===== src/rtl/pwm_bank_pkg.sv =====
package pwm_bank_pkg;

    // control word layout
    localparam int CTL_W      = 3;
    localparam int CTL_EN     = 0;
    localparam int CTL_INIT   = 1;
    localparam int CTL_ABRUPT = 2;

    // register select inside a channel window
    typedef enum logic [1:0] {
        CH_CTRL = 2'd0,
        CH_CMP  = 2'd1,
        CH_FULL = 2'd2,
        CH_CNT  = 2'd3
    } ch_reg_e;

    // global registers
    typedef enum logic [1:0] {
        GL_SET  = 2'd0,
        GL_CLR  = 2'd1,
        GL_STAT = 2'd2,
        GL_RSVD = 2'd3
    } gl_reg_e;

endpackage


===== src/rtl/pwm_bank_decode.sv =====
module pwm_bank_decode
    import pwm_bank_pkg::*;
#(
    parameter int NUM_CH = 8,
    parameter int ADDR_W = 8
) (
    input  logic              wr_en,
    input  logic [ADDR_W-1:0] addr,
    input  logic [NUM_CH-1:0] wbits,
    output logic [NUM_CH-1:0] run_set,
    output logic [NUM_CH-1:0] run_clr,
    output logic [NUM_CH-1:0] ch_hit,
    output logic              stat_hit
);

    localparam int SEL_W = ADDR_W - 3;

    logic             chan_space;
    logic             glob_space;
    logic [SEL_W-1:0] ch_field;
    gl_reg_e          greg;

    assign chan_space = addr[ADDR_W-1];
    assign ch_field   = addr[ADDR_W-2:2];
    assign glob_space = !chan_space && (ch_field == '0);
    assign greg       = gl_reg_e'(addr[1:0]);

    always_comb begin
        run_set  = '0;
        run_clr  = '0;
        stat_hit = glob_space && (greg == GL_STAT);
        if (wr_en && glob_space) begin
            case (greg)
                GL_SET:  run_set = wbits;
                GL_CLR:  run_clr = wbits;
                default: ;
            endcase
        end
        for (int i = 0; i < NUM_CH; i++) begin
            ch_hit[i] = chan_space && (ch_field == SEL_W'(i));
        end
    end

endmodule


===== src/rtl/pwm_bank_chan.sv =====
module pwm_bank_chan
    import pwm_bank_pkg::*;
#(
    parameter int CNT_W = 16
) (
    input  logic             clk,
    input  logic             rst,
    input  logic             tick,
    input  logic             wr,
    input  logic [1:0]       reg_sel,
    input  logic [CNT_W-1:0] wdata,
    input  logic             run_set,
    input  logic             run_clr,
    output logic             pin,
    output logic             running,
    output logic [CNT_W-1:0] cnt,
    output logic [CNT_W-1:0] cmp,
    output logic [CNT_W-1:0] full,
    output logic [CTL_W-1:0] ctrl
);

    typedef struct packed {
        logic [CNT_W-1:0] cnt;
        logic [CNT_W-1:0] cmp;
        logic [CNT_W-1:0] full;
        logic             out_en;
        logic             init_hi;
        logic             abrupt;
        logic             run;
        logic             drain;
        logic             pin;
    } chan_t;

    chan_t s_q;
    chan_t s_d;
    logic  active;
    logic  at_full;
    logic  wrap_now;
    logic  flipped;

    always_comb begin
        s_d      = s_q;
        active   = s_q.run | s_q.drain;
        at_full  = (s_q.cnt == s_q.full);
        wrap_now = tick && active && at_full;

        // counting
        if (tick && active) begin
            if (at_full) begin
                s_d.cnt   = '0;
                s_d.drain = 1'b0;
            end else begin
                s_d.cnt = s_q.cnt + CNT_W'(1);
            end
        end

        // software writes override counting
        if (wr) begin
            case (ch_reg_e'(reg_sel))
                CH_CTRL: begin
                    s_d.out_en  = wdata[CTL_EN];
                    s_d.init_hi = wdata[CTL_INIT];
                    s_d.abrupt  = wdata[CTL_ABRUPT];
                end
                CH_CMP:  s_d.cmp  = wdata;
                CH_FULL: s_d.full = wdata;
                CH_CNT:  s_d.cnt  = wdata;
                default: ;
            endcase
        end

        // start / stop
        if (run_set) begin
            s_d.run   = 1'b1;
            s_d.drain = 1'b0;
        end else if (run_clr && s_q.run) begin
            s_d.run   = 1'b0;
            s_d.drain = !s_q.abrupt && !wrap_now;
        end

        // pin level from the next state
        flipped = (s_d.run | s_d.drain) && (s_d.cnt >= s_d.cmp);
        s_d.pin = s_d.out_en ? (s_d.init_hi ^ flipped) : s_d.init_hi;
    end

    always_ff @(posedge clk) begin
        if (rst) begin
            s_q <= '0;
        end else begin
            s_q <= s_d;
        end
    end

    assign pin              = s_q.pin;
    assign running          = s_q.run;
    assign cnt              = s_q.cnt;
    assign cmp              = s_q.cmp;
    assign full             = s_q.full;
    assign ctrl[CTL_EN]     = s_q.out_en;
    assign ctrl[CTL_INIT]   = s_q.init_hi;
    assign ctrl[CTL_ABRUPT] = s_q.abrupt;

endmodule


===== src/rtl/pwm_bank_rdmux.sv =====
module pwm_bank_rdmux
    import pwm_bank_pkg::*;
#(
    parameter int NUM_CH = 8,
    parameter int CNT_W  = 16
) (
    input  logic                         clk,
    input  logic                         rst,
    input  logic                         rd_en,
    input  logic [1:0]                   reg_sel,
    input  logic [NUM_CH-1:0]            ch_hit,
    input  logic                         stat_hit,
    input  logic [NUM_CH-1:0]            run_vec,
    input  logic [NUM_CH-1:0][CTL_W-1:0] ctrl_vec,
    input  logic [NUM_CH-1:0][CNT_W-1:0] cnt_vec,
    input  logic [NUM_CH-1:0][CNT_W-1:0] cmp_vec,
    input  logic [NUM_CH-1:0][CNT_W-1:0] full_vec,
    output logic [CNT_W-1:0]             rdata
);

    logic [CNT_W-1:0] rd_q;
    logic [CNT_W-1:0] rd_d;

    always_comb begin
        rd_d = rd_q;
        if (rd_en) begin
            rd_d = '0;
            if (stat_hit) begin
                rd_d = CNT_W'(run_vec);
            end
            for (int i = 0; i < NUM_CH; i++) begin
                if (ch_hit[i]) begin
                    case (ch_reg_e'(reg_sel))
                        CH_CTRL: rd_d = CNT_W'(ctrl_vec[i]);
                        CH_CMP:  rd_d = cmp_vec[i];
                        CH_FULL: rd_d = full_vec[i];
                        CH_CNT:  rd_d = cnt_vec[i];
                        default: ;
                    endcase
                end
            end
        end
    end

    always_ff @(posedge clk) begin
        if (rst) begin
            rd_q <= '0;
        end else begin
            rd_q <= rd_d;
        end
    end

    assign rdata = rd_q;

endmodule


===== src/rtl/pwm_timer_bank.sv =====
module pwm_timer_bank
    import pwm_bank_pkg::*;
#(
    parameter int NUM_CH = 8,
    parameter int CNT_W  = 16,
    parameter int ADDR_W = 8
) (
    input  logic              clk,
    input  logic              rst,
    input  logic              tick,
    input  logic              wr_en,
    input  logic              rd_en,
    input  logic [ADDR_W-1:0] addr,
    input  logic [CNT_W-1:0]  wdata,
    output logic [CNT_W-1:0]  rdata,
    output logic [NUM_CH-1:0] pwm_o
);

    logic [NUM_CH-1:0]            run_set;
    logic [NUM_CH-1:0]            run_clr;
    logic [NUM_CH-1:0]            ch_hit;
    logic                         stat_hit;
    logic [NUM_CH-1:0]            run_vec;
    logic [NUM_CH-1:0][CTL_W-1:0] ctrl_vec;
    logic [NUM_CH-1:0][CNT_W-1:0] cnt_vec;
    logic [NUM_CH-1:0][CNT_W-1:0] cmp_vec;
    logic [NUM_CH-1:0][CNT_W-1:0] full_vec;

    pwm_bank_decode #(
        .NUM_CH (NUM_CH),
        .ADDR_W (ADDR_W)
    ) u_dec (
        .wr_en    (wr_en),
        .addr     (addr),
        .wbits    (wdata[NUM_CH-1:0]),
        .run_set  (run_set),
        .run_clr  (run_clr),
        .ch_hit   (ch_hit),
        .stat_hit (stat_hit)
    );

    for (genvar g = 0; g < NUM_CH; g++) begin : g_ch
        pwm_bank_chan #(
            .CNT_W (CNT_W)
        ) u_chan (
            .clk     (clk),
            .rst     (rst),
            .tick    (tick),
            .wr      (wr_en && ch_hit[g]),
            .reg_sel (addr[1:0]),
            .wdata   (wdata),
            .run_set (run_set[g]),
            .run_clr (run_clr[g]),
            .pin     (pwm_o[g]),
            .running (run_vec[g]),
            .cnt     (cnt_vec[g]),
            .cmp     (cmp_vec[g]),
            .full    (full_vec[g]),
            .ctrl    (ctrl_vec[g])
        );
    end

    pwm_bank_rdmux #(
        .NUM_CH (NUM_CH),
        .CNT_W  (CNT_W)
    ) u_rd (
        .clk      (clk),
        .rst      (rst),
        .rd_en    (rd_en),
        .reg_sel  (addr[1:0]),
        .ch_hit   (ch_hit),
        .stat_hit (stat_hit),
        .run_vec  (run_vec),
        .ctrl_vec (ctrl_vec),
        .cnt_vec  (cnt_vec),
        .cmp_vec  (cmp_vec),
        .full_vec (full_vec),
        .rdata    (rdata)
    );

endmodule


===== config.mk =====
export PLATFORM = sky130hd
export DESIGN_NAME = pwm_timer_bank
export DESIGN_NICKNAME = d
export VERILOG_FILES = /design/src/rtl/pwm_bank_pkg.sv /design/src/rtl/pwm_bank_decode.sv /design/src/rtl/pwm_bank_chan.sv /design/src/rtl/pwm_bank_rdmux.sv /design/src/rtl/pwm_timer_bank.sv
export SDC_FILE = /design/constraint.sdc
export NUM_CORES = 1
export LEC_CHECK = 0
export BUFFER_PORTS_ARGS = -buffer_cell sky130_fd_sc_hd__buf_2
export CORE_MARGIN = 1
export CORE_UTILIZATION = 59
export CTS_BUF_LIST = sky130_fd_sc_hd__clkbuf_4
export DETAILED_ROUTE_END_ITERATION = 16
export MAX_ROUTING_LAYER = met4
export PLACE_DENSITY_LB_ADDON = 0.12
export SKIP_LAST_GASP = 1
export SLEW_MARGIN = 20
export SYNTH_ARGS = -nofsm -noshare
export SYNTH_HDL_FRONTEND = slang
export SYNTH_SLANG_ARGS = --single-unit

===== constraint.sdc =====
create_clock -name clk -period 3.2 [get_ports clk]
set_input_delay 0 -clock clk [delete_from_list [all_inputs] [get_ports clk]]
set_output_delay 0 -clock clk [all_outputs]
set_load 0.005 [all_outputs]

Word level (Yosys, flattened, before mapping)
Cells that the tools add are included.
{"block": "totals", "in_bits": 29, "reg_bits": 448, "out_inout_bits": 24, "wordCells": 342}
{"block": "classes", "n_reduce_logical": 94, "n_mux": 117, "bitwise": 24, "addsub": 8, "n_eq_ne": 18, "order_cmp": 8}
{"cell": "$mux W16", "n": 48}
{"cell": "$pmux W16 S4", "n": 8}
{"cell": "$mux W51", "n": 8}
{"cell": "$add A16 B1 Y16 const B", "n": 8}
{"cell": "$eq A16 B16 Y1", "n": 8}
{"cell": "$ge A16 B16 Y1", "n": 8}
{"cell": "$logic_and A1 B1 Y1", "n": 59}
{"cell": "$mux W8", "n": 5}
{"cell": "$mux W2", "n": 16}
{"cell": "$reduce_and A2 Y1", "n": 16}
{"cell": "$mux W1", "n": 24}
{"cell": "$mux W3", "n": 8}
{"cell": "$eq A5 B3 Y1 const B", "n": 4}
{"cell": "$logic_not A1 Y1", "n": 17}
{"cell": "$or A1 B1 Y1", "n": 16}
{"cell": "$eq A5 B2 Y1 const B", "n": 2}
{"cell": "$xor A1 B1 Y1", "n": 8}
{"cell": "$eq A5 B1 Y1 const B", "n": 1}
{"cell": "$logic_not A5 Y1", "n": 1}
{"cell": "$eq A2 B2 Y1 const B", "n": 2}
{"cell": "$eq A2 B1 Y1 const B", "n": 1}
{"cell": "$logic_not A2 Y1", "n": 1}

Depth between registers and ports, before layout
{"block": "logic_depth", "depth_word": 12, "ltp_mapped": 16, "ltp_nobuf": 14}

Cells and area by module
From an unflattened synthesis, not the netlist that was laid out.
{"block": "unflattened", "cells_unflattened": 3619, "area_unflattened_um2": 30765.8}
{"module": "pwm_bank_chan (g_ch[0].u_chan ...)", "seq_area_each_um2": 1081.0, "area_per_inst_um2": 3241.9, "n_inst": 6, "cells_per_inst": 376}
{"module": "pwm_bank_rdmux", "seq_area_each_um2": 320.3, "area_per_inst_um2": 4455.5, "n_inst": 1, "cells_per_inst": 555}
{"module": "pwm_bank_chan (g_ch[7].u_chan)", "seq_area_each_um2": 1081.0, "area_per_inst_um2": 3281.9, "n_inst": 1, "cells_per_inst": 374}
{"module": "pwm_bank_chan (g_ch[6].u_chan)", "seq_area_each_um2": 1081.0, "area_per_inst_um2": 3204.3, "n_inst": 1, "cells_per_inst": 379}
{"module": "pwm_bank_decode", "seq_area_each_um2": 0.0, "area_per_inst_um2": 322.8, "n_inst": 1, "cells_per_inst": 47}
{"module": "pwm_timer_bank", "seq_area_each_um2": 0.0, "area_per_inst_um2": 50.0, "n_inst": 1, "cells_per_inst": 8}

Least setup slack after synthesis
Ideal clock, no wire load.
{"block": "synth_timing", "kind": "register to register", "from": "reg g_ch[6].u_chan.s_q (netlist bit g_ch[6].u_chan.cnt[8])", "to": "reg g_ch[6].u_chan.s_q (netlist bit g_ch[6].u_chan.pin)", "required_time_ns": 3.079, "path_slack_ns": 0.025, "synth_period_minus_slack_ns": 3.175, "setup_time_ns": 0.121, "n_path_buf": 3, "t_arrival_ns": 3.055, "stages_incl_launch_ff": 17, "path_cell_list": "dfxtp_1 -> buf_2 -> xnor2_1 -> nand4_1 -> nor4_1 -> and2_1 -> buf_2 -> or2_2 -> clkbuf_1 -> o21ai_0 -> ha_1 -> a21oi_1 -> o21ai_0 -> a31oi_1 -> nor4_1 -> o311ai_1 -> mux2_2"}
{"item": "start, declared", "line": "pwm_bank_chan.sv:34", "rtl": "chan_t s_q;"}
{"item": "start signal, assigned", "line": "pwm_bank_chan.sv:88", "rtl": "s_q <= '0;"}
{"item": "start signal, assigned", "line": "pwm_bank_chan.sv:90", "rtl": "s_q <= s_d;"}

==> flow_summary.yaml <==
outcome:
  status: "complete, but fails checks"
  violations: "setup timing"
routing:
  drc_errors: 0
  drt-pass1-iter-count: 8
  vias_per_cell: 6.28
  ant_nets: 0
  via_count: 26500
  drt_iter0_drc: 3061
  routedWlPerCell_um: 23.7
  routed_wl_mm: 100
timing:
  finalHoldViolations: 0
  slew_viol_final: 0
  rsz0062_at_grt: "true"
  fin_skew_ns: 0.0388
  tns_ns: -0.0397
  period_needed_ns: 3.24
  worst_slack_ns: -0.0397
  setup_viol: 1
  fmax_mhz: 309
  fin_crit_sh: 1.01
  tightest_slew_ns: 1.03
  relSlewSlack: 0.310
clock_network:
  cts_buffers: 120
  cts_root_buf: "clkbuf_4"
  clk_pin_slew_ns: 0.07
  ctsLongestPathBuffers: 3
  htreeDepth: 3
  cts_sinks: 448
  clock_latency_ns: 0.90
  tritoncts: "built"
floorplan:
  io_pins: 53
  die_h_um: 214
  initial_utilization: 0.601
  row_count: 77
  die_w_um: 214
  die_area_um2: 46000
  core_um2: 44300
synth:
  synth_fp_nets: 3300
  synthArstFlopShare: 0
  synth_top_area_cell: "dfxtp_1"
  synth.distinct_cells: 73
  synth_area_leaders: "dfxtp_1, nand2_1, ha_1"
  synth_cells: 3135
  yosysSeqAreaShare: 0.337
  syn_avg_cell_area_um2: 8.49
  synth_top_area_share: 0.337
  synthFlopType: "dfxtp_1"
  yosys_warnings: 0
  synth_edf_count: 0
  syn_area_um2: 26600
  synth-seq-cells: 448
cells_and_area:
  multi_input_area_um2: 17300
  fin_nets: 3702
  num-fill-cells: 3441
  final_cells: 4224
  regArea_um2: 9010
  final_util: 0.737
  area_growth_pct: 22.7
  drive_gt1_frac: 0.269
place:
  dp_hpwl_mm: 70.3
  io_buffers: 52
  gp_congestion: 1.04
  post-place-ws_ns: -0.297
  dp.cells: 3939
critical_path:
  start_kind: "flop"
  cp.arrival_ns: 3.95
  endpoint_kind: "flop"
  critPathKind: "reg2reg"
  cp_max_fo: 5
  required_ns: 3.92
grt:
  grt_use_total: 0.440
  grt_pass1_wl_mm: 151
  grt_max_degree: 135
  grt_pass1_vias: 25800
  antenna_found_initial: 3
  grt.overflow.total: 0
power_and_ir_drop:
  ir_worst_vdd_mv: 0.447
  power_density_nw_per_um2: 358
  leakagePower_nw: 14.0
worst_hold_path:
  hold_path_class: "in2reg"
flow_run:
  max_cap_viol_count: 0
-- final timing paths --
kind	from	cells after the start	slack [ns]	to
worst max-delay path	g_ch[4].u_chan.cnt[3]	14	-0.04	g_ch[4].u_chan.pin
worst max register to register	g_ch[4].u_chan.cnt[3]	14	-0.04	g_ch[4].u_chan.pin
worst min register to register	g_ch[5].u_chan.full[10]	2	0.48	g_ch[5].u_chan.full[10]
worst min-delay path	wdata[11]	4	0.11	g_ch[2].u_chan.full[11]
-- per-layer routing --
layer | vias up | track usage | wire length (µm)
met5 | - | - | 0
met4 | 0 | 0.204 | 4970
met3 | 273 | 0.0875 | 10900
met2 | 1481 | 0.665 | 44000
met1 | 12800 | 0.565 | 40400
li1 | 12000 | - | -
-- cell usage in the layout (no fill, tap or decap), types with 13 or more instances in the layout --
master         count
a22oi_1           75
a21oi_1          183
nor4_1            14
clkbuf_4         193
inv_1             17
buf_2             49
buf_4            387
a21o_1            25
a21oi_2           19
buf_12            15
nand3_1           52
nor4_2            13
xor2_1           141
nor2_1           261
a221oi_1          34
mux2_2           116
o31ai_1           37
mux2i_1          157
nand2_1          458
mux4_2            24
and3_1            23
xnor2_2           14
xnor2_1           84
a211oi_1          22
o22ai_1           15
nand4_1           58
clkinv_1          19
ha_1             134
buf_6             13
nor2b_1          142
o21ai_1           39
o21ai_0           80
dfxtp_1          418
dlygate4sd3_1     41
nor3_1            17
o21a_1            14
dfxtp_2           27
-- synthesized netlist by cell type, drive strengths merged (6+ instances only) --
cell     number
a2111oi       6
a211oi       27
a21o         25
a21oi       204
a221oi       34
a22o          6
a22oi        75
and2         13
and3         25
and4          6
and4b         6
buf          76
clkbuf      151
dfxtp       448
ha          136
inv          17
mux2        118
mux2i       157
mux4         24
nand2       459
nand2b        8
nand3        58
nand4        59
nor2        273
nor2b       144
nor3         26
nor4         33
o2111ai       9
o211ai       12
o21a         14
o21ai       133
o22ai        20
o31ai        42
xnor2        98
xor2        144
-- repair_timing --
action                                 4_1_cts  5_1_grt
pin swaps                                   31       86
setup buffers                               13       15
hold buffers                                41        0
setup endpoints to repair                    7        8
endpoints found under the hold margin      447        0
gates resized for setup                     72      153
gates cloned                                 0        1
-- layout make-up --
type / count / share of cell area
Antenna cell: 3 / 0.000230
Clock buffer: 193 / 0.0444
Clock inverter: 21 / 0.00245
Inverter: 18 / 0.00207
Multi-Input combinational cell: 2443 / 0.529
Sequential cell: 448 / 0.276
Tap cell: 592 / 0.0227
Timing Repair Buffer: 506 / 0.123
-- flip-flops by register name, summed over array words and instances, names as in the netlist --
register / flops
g_ch.u_chan.ctrl: 24
g_ch.u_chan.running: 8
u_rd.rdata: 16
g_ch.u_chan.s_q: 8
g_ch.u_chan.cnt: 128
g_ch.u_chan.cmp: 128
g_ch.u_chan.full: 128
g_ch.u_chan.pin: 8
-- report_power, final --
group	switching [W]	total, W	internal (W)
registers	0.0000165	0.00560	0.00559
clock network	0.00251	0.00520	0.00269
logic	0.000623	0.000882	0.000258
-- kinds of logic after synthesis --
family                     Yosys count  synth area share
xor gates and xnor gates           242            0.0796
and+or+nand+nor                   1130             0.200
buffers and inverters              245            0.0402
muxes                              299             0.129
AOI/OAI and AO/OA                  635             0.150
DFF                                448             0.337
adders and majority gates          136            0.0639
-- critical path: stages, from the launching register on --
cell and delay [ns]:
dfxtp_4 0.35, buf_4 0.14, and3_1 0.19, nand4_1 0.20, nor3_2 0.18, buf_4 0.16, nand3_1 0.11, xor2_1 0.20
o22ai_2 0.11, ha_1 0.32, nand4_1 0.19, nor4_2 0.39, a21oi_2 0.14, nor4_2 0.33, nor3_2 0.08
-- through the flow --
step | instance area (µm²) | total power, W | hold slack [ns]
finish | 32600 | 0.0117 | 0.111
CTS | 32000 | 0.0117 | 0.0539
floorplan | 26600 | 0.00613 | 0.256
global route | 32600 | 0.0120 | 0.0764
detailed placement | 29700 | 0.00652 | 0.360
global placement | 29700 | 0.00652 | 0.349
Power figures use the tool's default switching activity.
